File: src/rtl/pattern_seq_pkg.sv
package pattern_seq_pkg;
  typedef struct packed {
    logic hold;    // bit 3: load bank hold-off on end
    logic exc_en;  // bit 2: timeout may branch
    logic ack;     // bit 1: transfer acknowledge
    logic last;    // bit 0: end of pattern
  } ctl_word_t;

  localparam int unsigned CTL_W = $bits(ctl_word_t);
endpackage

File: src/rtl/pattern_seq_ram.sv
module pattern_seq_ram
  import pattern_seq_pkg::*;
#(
  parameter int unsigned ADDR_W = 6
) (
  input  logic              clk_i,
  input  logic              wr_en_i,
  input  logic [ADDR_W-1:0] wr_addr_i,
  input  ctl_word_t         wr_data_i,
  input  logic [ADDR_W-1:0] rd_addr_i,
  output ctl_word_t         rd_word_o
);
  localparam int unsigned DEPTH = 1 << ADDR_W;

  ctl_word_t mem_q [DEPTH];

  always_ff @(posedge clk_i) begin
    if (wr_en_i) mem_q[wr_addr_i] <= wr_data_i;
  end

  assign rd_word_o = mem_q[rd_addr_i];
endmodule

File: src/rtl/pattern_seq_hold_timers.sv
module pattern_seq_hold_timers #(
  parameter int unsigned NUM_BANKS = 4,
  parameter int unsigned BANK_W    = 2,
  parameter int unsigned TMR_W     = 8
) (
  input  logic                 clk_i,
  input  logic                 rst_ni,
  input  logic                 load_i,
  input  logic [BANK_W-1:0]    load_bank_i,
  input  logic [TMR_W-1:0]     period_i,
  output logic [NUM_BANKS-1:0] blocked_o
);
  for (genvar b = 0; b < NUM_BANKS; b++) begin : g_bank
    logic [TMR_W-1:0] cnt_q;
    logic             hit;

    assign hit = load_i && (load_bank_i == BANK_W'(b));

    always_ff @(posedge clk_i or negedge rst_ni) begin
      if (!rst_ni)             cnt_q <= '0;
      else if (hit)            cnt_q <= period_i;
      else if (cnt_q != '0)    cnt_q <= cnt_q - TMR_W'(1);
    end

    assign blocked_o[b] = (cnt_q != '0);
  end
endmodule

File: src/rtl/pattern_seq_launch.sv
module pattern_seq_launch #(
  parameter int unsigned ADDR_W    = 6,
  parameter int unsigned NUM_BANKS = 4,
  parameter int unsigned BANK_W    = 2
) (
  input  logic                 clk_i,
  input  logic                 rst_ni,
  input  logic                 start_i,
  input  logic [ADDR_W-1:0]    start_addr_i,
  input  logic [BANK_W-1:0]    bank_i,
  input  logic                 idle_i,
  input  logic [NUM_BANKS-1:0] blocked_i,
  output logic                 launch_o,
  output logic [ADDR_W-1:0]    launch_addr_o,
  output logic [BANK_W-1:0]    launch_bank_o
);
  logic              pend_q;
  logic [ADDR_W-1:0] pend_addr_q;
  logic [BANK_W-1:0] pend_bank_q;
  logic              req_valid;

  assign req_valid     = pend_q | start_i;
  assign launch_addr_o = pend_q ? pend_addr_q : start_addr_i;
  assign launch_bank_o = pend_q ? pend_bank_q : bank_i;
  assign launch_o      = idle_i && req_valid && !blocked_i[launch_bank_o];

  // a request that cannot launch is parked; new starts are dropped meanwhile
  always_ff @(posedge clk_i or negedge rst_ni) begin
    if (!rst_ni) begin
      pend_q      <= 1'b0;
      pend_addr_q <= '0;
      pend_bank_q <= '0;
    end else if (launch_o) begin
      pend_q <= 1'b0;
    end else if (idle_i && start_i && !pend_q) begin
      pend_q      <= 1'b1;
      pend_addr_q <= start_addr_i;
      pend_bank_q <= bank_i;
    end
  end
endmodule

File: src/rtl/pattern_seq_engine.sv
module pattern_seq_engine
  import pattern_seq_pkg::*;
#(
  parameter int unsigned ADDR_W = 6,
  parameter int unsigned BANK_W = 2
) (
  input  logic              clk_i,
  input  logic              rst_ni,
  input  logic              launch_i,
  input  logic [ADDR_W-1:0] launch_addr_i,
  input  logic [BANK_W-1:0] launch_bank_i,
  input  ctl_word_t         word_i,
  input  logic              timeout_i,
  input  logic [ADDR_W-1:0] exc_addr_i,
  output logic [ADDR_W-1:0] pc_o,
  output logic [BANK_W-1:0] bank_o,
  output logic              busy_o,
  output logic              ack_o,
  output logic              done_o,
  output logic              hold_load_o
);
  logic              busy_q;
  logic              in_exc_q;
  logic [ADDR_W-1:0] pc_q;
  logic [BANK_W-1:0] bank_q;
  logic              finish;
  logic              branch;

  assign finish = busy_q && word_i.last;
  // end word wins over a timeout; one branch per pattern
  assign branch = busy_q && !word_i.last && timeout_i && word_i.exc_en && !in_exc_q;

  always_ff @(posedge clk_i or negedge rst_ni) begin
    if (!rst_ni) begin
      busy_q   <= 1'b0;
      in_exc_q <= 1'b0;
      pc_q     <= '0;
      bank_q   <= '0;
    end else if (launch_i) begin
      busy_q   <= 1'b1;
      in_exc_q <= 1'b0;
      pc_q     <= launch_addr_i;
      bank_q   <= launch_bank_i;
    end else if (busy_q) begin
      if (finish) begin
        busy_q   <= 1'b0;
        in_exc_q <= 1'b0;
      end else if (branch) begin
        pc_q     <= exc_addr_i;
        in_exc_q <= 1'b1;
      end else begin
        pc_q <= pc_q + ADDR_W'(1);
      end
    end
  end

  assign pc_o        = pc_q;
  assign bank_o      = bank_q;
  assign busy_o      = busy_q;
  assign ack_o       = busy_q && word_i.ack;
  assign done_o      = finish;
  assign hold_load_o = finish && word_i.hold;
endmodule

File: src/rtl/pattern_seq.sv
module pattern_seq
  import pattern_seq_pkg::*;
#(
  parameter int unsigned ADDR_W    = 6,
  parameter int unsigned NUM_BANKS = 4,
  parameter int unsigned TMR_W     = 8
) (
  input  logic                 clk_i,
  input  logic                 rst_ni,
  input  logic                 wr_en_i,
  input  logic [ADDR_W-1:0]    wr_addr_i,
  input  logic [3:0]           wr_data_i,
  input  logic                 start_i,
  input  logic [ADDR_W-1:0]    start_addr_i,
  input  logic [$clog2(NUM_BANKS)-1:0] bank_i,
  input  logic                 timeout_i,
  input  logic [ADDR_W-1:0]    exc_addr_i,
  input  logic [TMR_W-1:0]     hold_cycles_i,
  output logic                 word_valid_o,
  output logic                 ack_o,
  output logic                 busy_o,
  output logic                 done_o,
  output logic [NUM_BANKS-1:0] bank_blocked_o
);
  localparam int unsigned BANK_W = $clog2(NUM_BANKS);

  ctl_word_t         cur_word;
  logic [ADDR_W-1:0] pc;
  logic [BANK_W-1:0] cur_bank;
  logic              busy;
  logic              launch;
  logic [ADDR_W-1:0] launch_addr;
  logic [BANK_W-1:0] launch_bank;
  logic              hold_load;

  pattern_seq_ram #(.ADDR_W(ADDR_W)) u_ram (
    .clk_i     (clk_i),
    .wr_en_i   (wr_en_i),
    .wr_addr_i (wr_addr_i),
    .wr_data_i (ctl_word_t'(wr_data_i)),
    .rd_addr_i (pc),
    .rd_word_o (cur_word)
  );

  pattern_seq_launch #(
    .ADDR_W(ADDR_W), .NUM_BANKS(NUM_BANKS), .BANK_W(BANK_W)
  ) u_launch (
    .clk_i         (clk_i),
    .rst_ni        (rst_ni),
    .start_i       (start_i),
    .start_addr_i  (start_addr_i),
    .bank_i        (bank_i),
    .idle_i        (!busy),
    .blocked_i     (bank_blocked_o),
    .launch_o      (launch),
    .launch_addr_o (launch_addr),
    .launch_bank_o (launch_bank)
  );

  pattern_seq_engine #(.ADDR_W(ADDR_W), .BANK_W(BANK_W)) u_engine (
    .clk_i         (clk_i),
    .rst_ni        (rst_ni),
    .launch_i      (launch),
    .launch_addr_i (launch_addr),
    .launch_bank_i (launch_bank),
    .word_i        (cur_word),
    .timeout_i     (timeout_i),
    .exc_addr_i    (exc_addr_i),
    .pc_o          (pc),
    .bank_o        (cur_bank),
    .busy_o        (busy),
    .ack_o         (ack_o),
    .done_o        (done_o),
    .hold_load_o   (hold_load)
  );

  pattern_seq_hold_timers #(
    .NUM_BANKS(NUM_BANKS), .BANK_W(BANK_W), .TMR_W(TMR_W)
  ) u_timers (
    .clk_i       (clk_i),
    .rst_ni      (rst_ni),
    .load_i      (hold_load),
    .load_bank_i (cur_bank),
    .period_i    (hold_cycles_i),
    .blocked_o   (bank_blocked_o)
  );

  assign busy_o       = busy;
  assign word_valid_o = busy;
endmodule

File: config.mk
export PLATFORM = sky130hd
export DESIGN_NAME = pattern_seq
export DESIGN_NICKNAME = d
export VERILOG_FILES = /design/src/rtl/pattern_seq_pkg.sv /design/src/rtl/pattern_seq_ram.sv /design/src/rtl/pattern_seq_hold_timers.sv /design/src/rtl/pattern_seq_launch.sv /design/src/rtl/pattern_seq_engine.sv /design/src/rtl/pattern_seq.sv
export SDC_FILE = /design/constraint.sdc
export NUM_CORES = 1
export LEC_CHECK = 0
export ABC_AREA = 1
export BUFFER_PORTS_ARGS = -buffer_cell sky130_fd_sc_hd__buf_2
export CAP_MARGIN = 0
export CELL_PAD_IN_SITES_DETAIL_PLACEMENT = 1
export CELL_PAD_IN_SITES_GLOBAL_PLACEMENT = 1
export CORE_ASPECT_RATIO = 1.25
export CORE_MARGIN = 3
export CORE_UTILIZATION = 45
export CTS_CLUSTER_DIAMETER = 200
export DETAILED_ROUTE_END_ITERATION = 10
export PLACE_DENSITY_LB_ADDON = 0.15
export SETUP_SLACK_MARGIN = 0.15
export SYNTH_ARGS = -nofsm -noshare
export SYNTH_HDL_FRONTEND = slang
export SYNTH_SLANG_ARGS = --single-unit
File: constraint.sdc
create_clock -name clk_i -period 2.4 [get_ports clk_i]
set_input_delay 0 -clock clk_i [delete_from_list [all_inputs] [get_ports clk_i]]
set_output_delay 0 -clock clk_i [all_outputs]
set_load 0.02 [all_outputs]
### After elaboration in Yosys (flattened, before gate mapping)

Memory sizes are Yosys's and may differ from the RTL's.
Index checks and enable logic that the tools add are counted.

| storage, ports and cells | value |
|---|---|
| bits in writable memories | 256 |
| flip-flop bits (word level) | 51 |
| output and inout port bits | 8 |
| memories | 1 |
| bits of input ports | 37 |

| cells by class | value |
|---|---|
| add/sub/neg operators | 5 |
| eq/ne operators | 4 |
| $lt $le $gt $ge | 1 |
| mux-type cells | 27 |
| reductions and logical operators | 35 |
| bitwise logic cells | 2 |

Memories:

| memory | depth | bits a word | read ports | clocked after memory_dff | write ports | RTL line | text |
|---|---|---|---|---|---|---|---|
| u_ram.mem_q | 64 | 4 | 1 | 0 | 1 | pattern_seq_ram.sv:15 | `ctl_word_t mem_q [DEPTH];` |

Operators by type and width:

| operator | count |
|---|---|
| 8-bit two-way mux | 8 |
| 8-bit nonzero test | 4 |
| 8-bit by 1-bit subtractor with 8-bit output, second input constant | 4 |
| 6-bit two-way mux | 5 |
| 1-bit logical AND | 15 |
| 1-bit two-way mux | 12 |
| 2-bit nonzero test | 6 |
| 6-bit by 1-bit adder with 6-bit output, second input constant | 1 |
| 2-bit AND reduction | 3 |
| 1-bit zero test | 5 |
| 2-bit equality test, second input constant | 2 |
| 2-bit by 3-bit < comparator with 1-bit output, second input constant | 1 |
| 3-bit nonzero test | 1 |
| 1-bit binary-select mux with 2-bit select | 1 |
| 2-bit by 1-bit equality test with 1-bit output, second input constant | 1 |
| 2-bit zero test | 1 |
| 2-bit two-way mux | 1 |
| 2-bit != test, second input constant | 1 |
| 1-bit NOT | 1 |
| 1-bit bitwise OR | 1 |

### Longest topological paths before layout

An unclocked memory read counts as a cell.

| logic depth | value |
|---|---|
| depth after elaboration | 10 |
| mapped depth | 18 |

### Modules after synthesis

A second synthesis with hierarchy kept.

| second synthesis, totals | value |
|---|---|
| cell total of the unflattened synthesis | 1447 |
| area, all modules | 14231.1 um^2 |

By module, submodules not included:

| module | cells each | times used | sequential area each (um^2) | area each (um^2) |
|---|---|---|---|---|
| pattern_seq_ram | 944 | 1 | 7687.4 | 10801.6 |
| pattern_seq_hold_timers | 314 | 1 | 800.8 | 2150.8 |
| pattern_seq_engine | 101 | 1 | 250.2 | 671.9 |
| pattern_seq_launch | 86 | 1 | 225.2 | 595.6 |
| pattern_seq | 2 | 1 | 0.0 | 11.3 |

### Worst setup path after synthesis

No wires, ideal clock.

| path | value |
|---|---|
| kind | flip-flop to flip-flop |
| start | register u_timers.g_bank[3].cnt_q[0] |
| end | register u_launch.pend_addr_q[0] |
| stages on the path, launching flop included | 13 |
| setup time | 0.126 ns |
| slack | 0.363 ns |
| arrival time | 1.911 ns |
| cell sequence | dfrtp_1 -> inv_1 -> ha_1 -> nand2_1 -> nor2_1 -> nand3_1 -> o21bai_1 -> a21oi_1 -> inv_1 -> nand3_1 -> nand4_2 -> buf_4 -> o21ai_0 |

| on the way | value |
|---|---|
| longest elaborated chain between the ends | 7 |

RTL lines:

| item | RTL line | text |
|---|---|---|
| from (decl) | pattern_seq_hold_timers.sv:14 | `logic [TMR_W-1:0] cnt_q;` |
| from (signal assigned) | pattern_seq_hold_timers.sv:21 | `else if (hit) cnt_q <= period_i;` |
| from (signal assigned) | pattern_seq_hold_timers.sv:22 | `else if (cnt_q != '0) cnt_q <= cnt_q - TMR_W'(1);` |
| 8-bit nonzero test | pattern_seq_hold_timers.sv:25 | `assign blocked_o[b] = (cnt_q != '0);` |
| via bank_blocked_o[3] | pattern_seq.sv:23 | `output logic [NUM_BANKS-1:0] bank_blocked_o` |
| 1-bit binary-select mux with 2-bit select | pattern_seq_launch.sv:25 | `assign launch_o = idle_i && req_valid && !blocked_i[launch_bank_o];` |
| 1-bit two-way mux (implied by the code) | pattern_seq_launch.sv:25 |  |
| 1-bit zero test | pattern_seq_launch.sv:25 |  |
| 1-bit logical AND | pattern_seq_launch.sv:25 |  |
| 1-bit NOT (no line) | n/a |  |
| 2-bit AND reduction (no line) | n/a |  |
| to (signal assigned) | pattern_seq_launch.sv:37 | `pend_addr_q <= start_addr_i;` |
| to (decl) | pattern_seq_launch.sv:18 | `logic [ADDR_W-1:0] pend_addr_q;` |

The timed path passes the listed nets, and every way through them passes these cells. The select of a mux whose other input is x is not followed.
A chain may end at the register's enable or synchronous reset.

### Worst setup path after layout

| path | value |
|---|---|
| start | register u_engine.pc_q[0] (netlist: u_engine.pc_o[0]) |
| end | register u_timers.g_bank[2].cnt_q[0] |

| on the way | value |
|---|---|
| longest elaborated chain between the ends | 5 |
| elaborated cells between the ends (all ways) | 6 |

RTL lines:

| item | RTL line | text |
|---|---|---|
| from (decl) | pattern_seq_engine.sv:24 | `logic [ADDR_W-1:0] pc_q;` |
| from (signal assigned) | pattern_seq_engine.sv:42 | `pc_q <= launch_addr_i;` |
| from (signal assigned) | pattern_seq_engine.sv:49 | `pc_q <= exc_addr_i;` |
| from (signal assigned) | pattern_seq_engine.sv:52 | `pc_q <= pc_q + ADDR_W'(1);` |
| memory read 64 x 4 bit (*) | n/a |  |
| 1-bit logical AND | pattern_seq_engine.sv:29 | `assign finish = busy_q && word_i.last;` |
| 1-bit logical AND (*) | pattern_seq_engine.sv:62 | `assign hold_load_o = finish && word_i.hold;` |
| 1-bit logical AND (*) | pattern_seq_hold_timers.sv:17 | `assign hit = load_i && (load_bank_i == BANK_W'(b));` |
| 8-bit two-way mux / 2-bit nonzero test (equally long branches) | n/a |  |
| to (signal assigned) | pattern_seq_hold_timers.sv:21 |  |
| to (signal assigned) | pattern_seq_hold_timers.sv:22 |  |
| to (decl) | pattern_seq_hold_timers.sv:14 |  |

Mark *: on every way between the ends. The rest lies on a longest branch, timed or not.

==> out/qor.txt <==
Synth area leaders = edfxtp_1, nand2_1, dfrtp_1, nand3_1, nor2_1
most frequent cell after synthesis = nand2_1
DPL Wire Length = 26,300 um
share of layout cells above drive strength 1 = 23.5%
dpl ws = -0.0459 ns
dpl cell area = 0.0149 mm^2
gpl congestion = 0.797
Fin Clk Skew = 0.0105 ns
CTS tree = done
Min-Delay Path Class = in -> reg
EDFF count, synth = 256
Worst-path clk slew = 0.07 ns
fin crit share = 110%
row count = 70
Final nets = 1,567
largest area contributor in the netlist = edfxtp_1
core area = 0.0296 mm^2
synth cell count leaders = nand2_1, edfxtp_1, nand3_1
routed wire length = 43,500 um
total clock sinks = 307
synthesized net count = 1,385
post-route ant nets = 0
final instance area = 0.0175 mm^2
largest net degree at the start of global routing = 65
Clock Root Buffer = clkbuf_16
Die Outline Area = 0.0325 mm^2
Chip Width = 162 um
syn_area_per_cell = 10.2 um^2
Netlist Area Pre-Place = 0.0137 mm^2
vias in the first global route = 11.5k
initial antenna violation count = 0
H-Tree Depth = 1
CP cell instances = buf_12, buf_12, buf_8, nand2_1, nand3_2, nand3_2, nand3_2, nand2_2, nand3_4, nand2_2, nand2_2, buf_6, nor2_4, buf_12, buf_6, nand3_2, nand2_2, inv_1
Critical Path RT = 2.87 ns
Setup TNS = -7.39 ns
Yosys top cell area share = 56.2%
maximum vdd drop = 0.628 mV
I/O pin count = 45
type of the worst setup path = reg -> reg
Largest stage delay, worst path = 0.56 ns
status = finished with violations
Final Hold Viols = 0
Ant. Diodes = 0
Final setup viols = 40
Clk Latency, worst-skew pair = 0.57 ns
vias per std cell = 5.50
WL per Instance = 22.4 um
synthesized instance count = 1,343
Num CTS Buffers = 30
Synth warnings = 0
1st-iter DRT viols = 615
Chip Height = 201 um
RSZ-0062 raised after global routing = yes
Max Clk Rate = 377 MHz
Yosys reg bits = 307
total of max-cap violations = 0
fin. max-slew vios = 0
measured slew at the worst slew-check pin = 1.06 ns
Period minus WS final = 2.65 ns
Crit. End Element = register
crit start category = register
global-route wire length before repair = 64,400 um
failing checks = setup timing
Worst Setup Slack, final = -0.252 ns
post-synthesis sequential area ratio = 65.6%
grt ovf = 0
Worst Path Arrival = 3.12 ns
PortBufs = 44
Vias = 10.7k
CP Max Fanout = 8
Most used DFF post-synth = edfxtp_1
relative slew slack = 29.0%
DRT Pass-1 Iters = 5
static leakage = 6.92 nW
Critical-path top delay cell = dfrtp_4
P per Cell Area = 1220 mW/mm^2
Async S/R FF share, synth = 16.6%
DRC viols = 0
Area growth, synth to finish = 28.3%
post-synthesis cell type count = 38
maximum clock path buffer count = 3
starting density of the core = 46.2%
All-Layer GR Usage = 25.7%
## registers in the layout, summed over array words and instances (netlist names)
signal and count:
u_engine.bank_o 2, u_engine.in_exc_q 1, u_engine.pc_o 6, u_engine.busy_o 1, u_timers.g_bank.cnt_q 32, u_ram.mem_q 256, u_launch.pend_bank_q 2, u_launch.pend_q 1
u_launch.pend_addr_q 6
## per-layer routing
layer | global-route usage (%) | part of all wire [%] | vias up
met2 | 47.9 | 53 | 286
met3 | 3.03 | 4.1 | 111
li1 | - | - | 4946
met4 | 10.9 | 4.7 | 0
met5 | 0 | 0 | -
met1 | 29.4 | 38 | 5343
## logic make-up after synthesis
family | after synthesis | share of synthesized area (%)
AND/OR/NAND/NOR | 727 | 22.3
buffers and inverters | 147 | 4.90
AO/OA/AOI/OAI | 134 | 5.32
XOR/XNOR | 23 | 1.47
flip-flops | 307 | 65.6
adder cells (fa/ha/maj) | 5 | 0.458
## cell usage in the layout (no fill, tap or decap), types with 28 or more instances in the layout
cell type and instances:
o21ai_0 54, dlygate4sd3_1 28, nand3_1 140, inv_1 78, nand2_1 307, edfxtp_1 256
nand3_2 33, dfrtp_1 49, nor2_1 152, buf_2 42, clkbuf_16 34, nand2_2 44
buf_4 86
## critical path, delay by kind of cell, from the launching register on
family / cells / cell delay, ns
and+or+nand+nor: 11 / 1.08
buffers and inverters: 7 / 0.88
DFF: 1 / 0.56
## report_power, final
part	internal (mW)	leakage (nW)	switching (mW)	total, mW
clock	2.98	0.499	2.01	4.99
combinational	3.97	3.52	5.71	9.68
sequential	6.26	2.91	0.471	6.73
total	13.2	6.92	8.19	21.4
## worst paths after layout
kind,slack [ns],depth (start not counted),startpoint,endpoint
max,-0.25,18,u_engine.pc_o[0],u_timers.g_bank[2].cnt_q[0]
min,0.14,2,wr_data_i[2],u_ram.mem_q[34][2]
max reg2reg,-0.25,18,u_engine.pc_o[0],u_timers.g_bank[2].cnt_q[0]
min reg2reg,0.50,2,u_launch.pend_addr_q[5],u_launch.pend_addr_q[5]
max in group asynchronous,1.26,4,rst_ni,u_timers.g_bank[2].cnt_q[4]
min in group asynchronous,0.48,3,rst_ni,u_launch.pend_bank_q[1]
## per-stage QoR
step / hold WS, ns / instances / util, % / power, mW
detailed placement: 0.0157 / 1811 / 50.4 / 13.9
CTS: 0.149 / 1932 / 57.3 / 20.3
finish: 0.142 / 1944 / 59.3 / 21.4
global route: 0.169 / 1944 / 59.3 / 22.5
global placement: 0.0307 / 1811 / 50.4 / 13.7
floorplan: -0.296 / 1343 / - / 11.1
## final cells by class
type / count / area (um^2)
fill: 3227 / 12100
sequential: 307 / 8970
multi-input combinational: 894 / 4700
timing repair buffer: 203 / 1970
clock buffer: 34 / 787
tap: 396 / 495
inverter: 88 / 353
clock inverter: 21 / 253
timing repair inverter: 1 / 11.3
## timing repair
item	in CTS	in global routing
gates cloned	10	3
hold endpoints to repair	138	0
gates resized for setup	79	118
endpoints found under the setup margin	47	56
hold buffers	29	0
pin swaps	26	38
buffers inserted	27	10
Power figures use the tool's default switching activity.
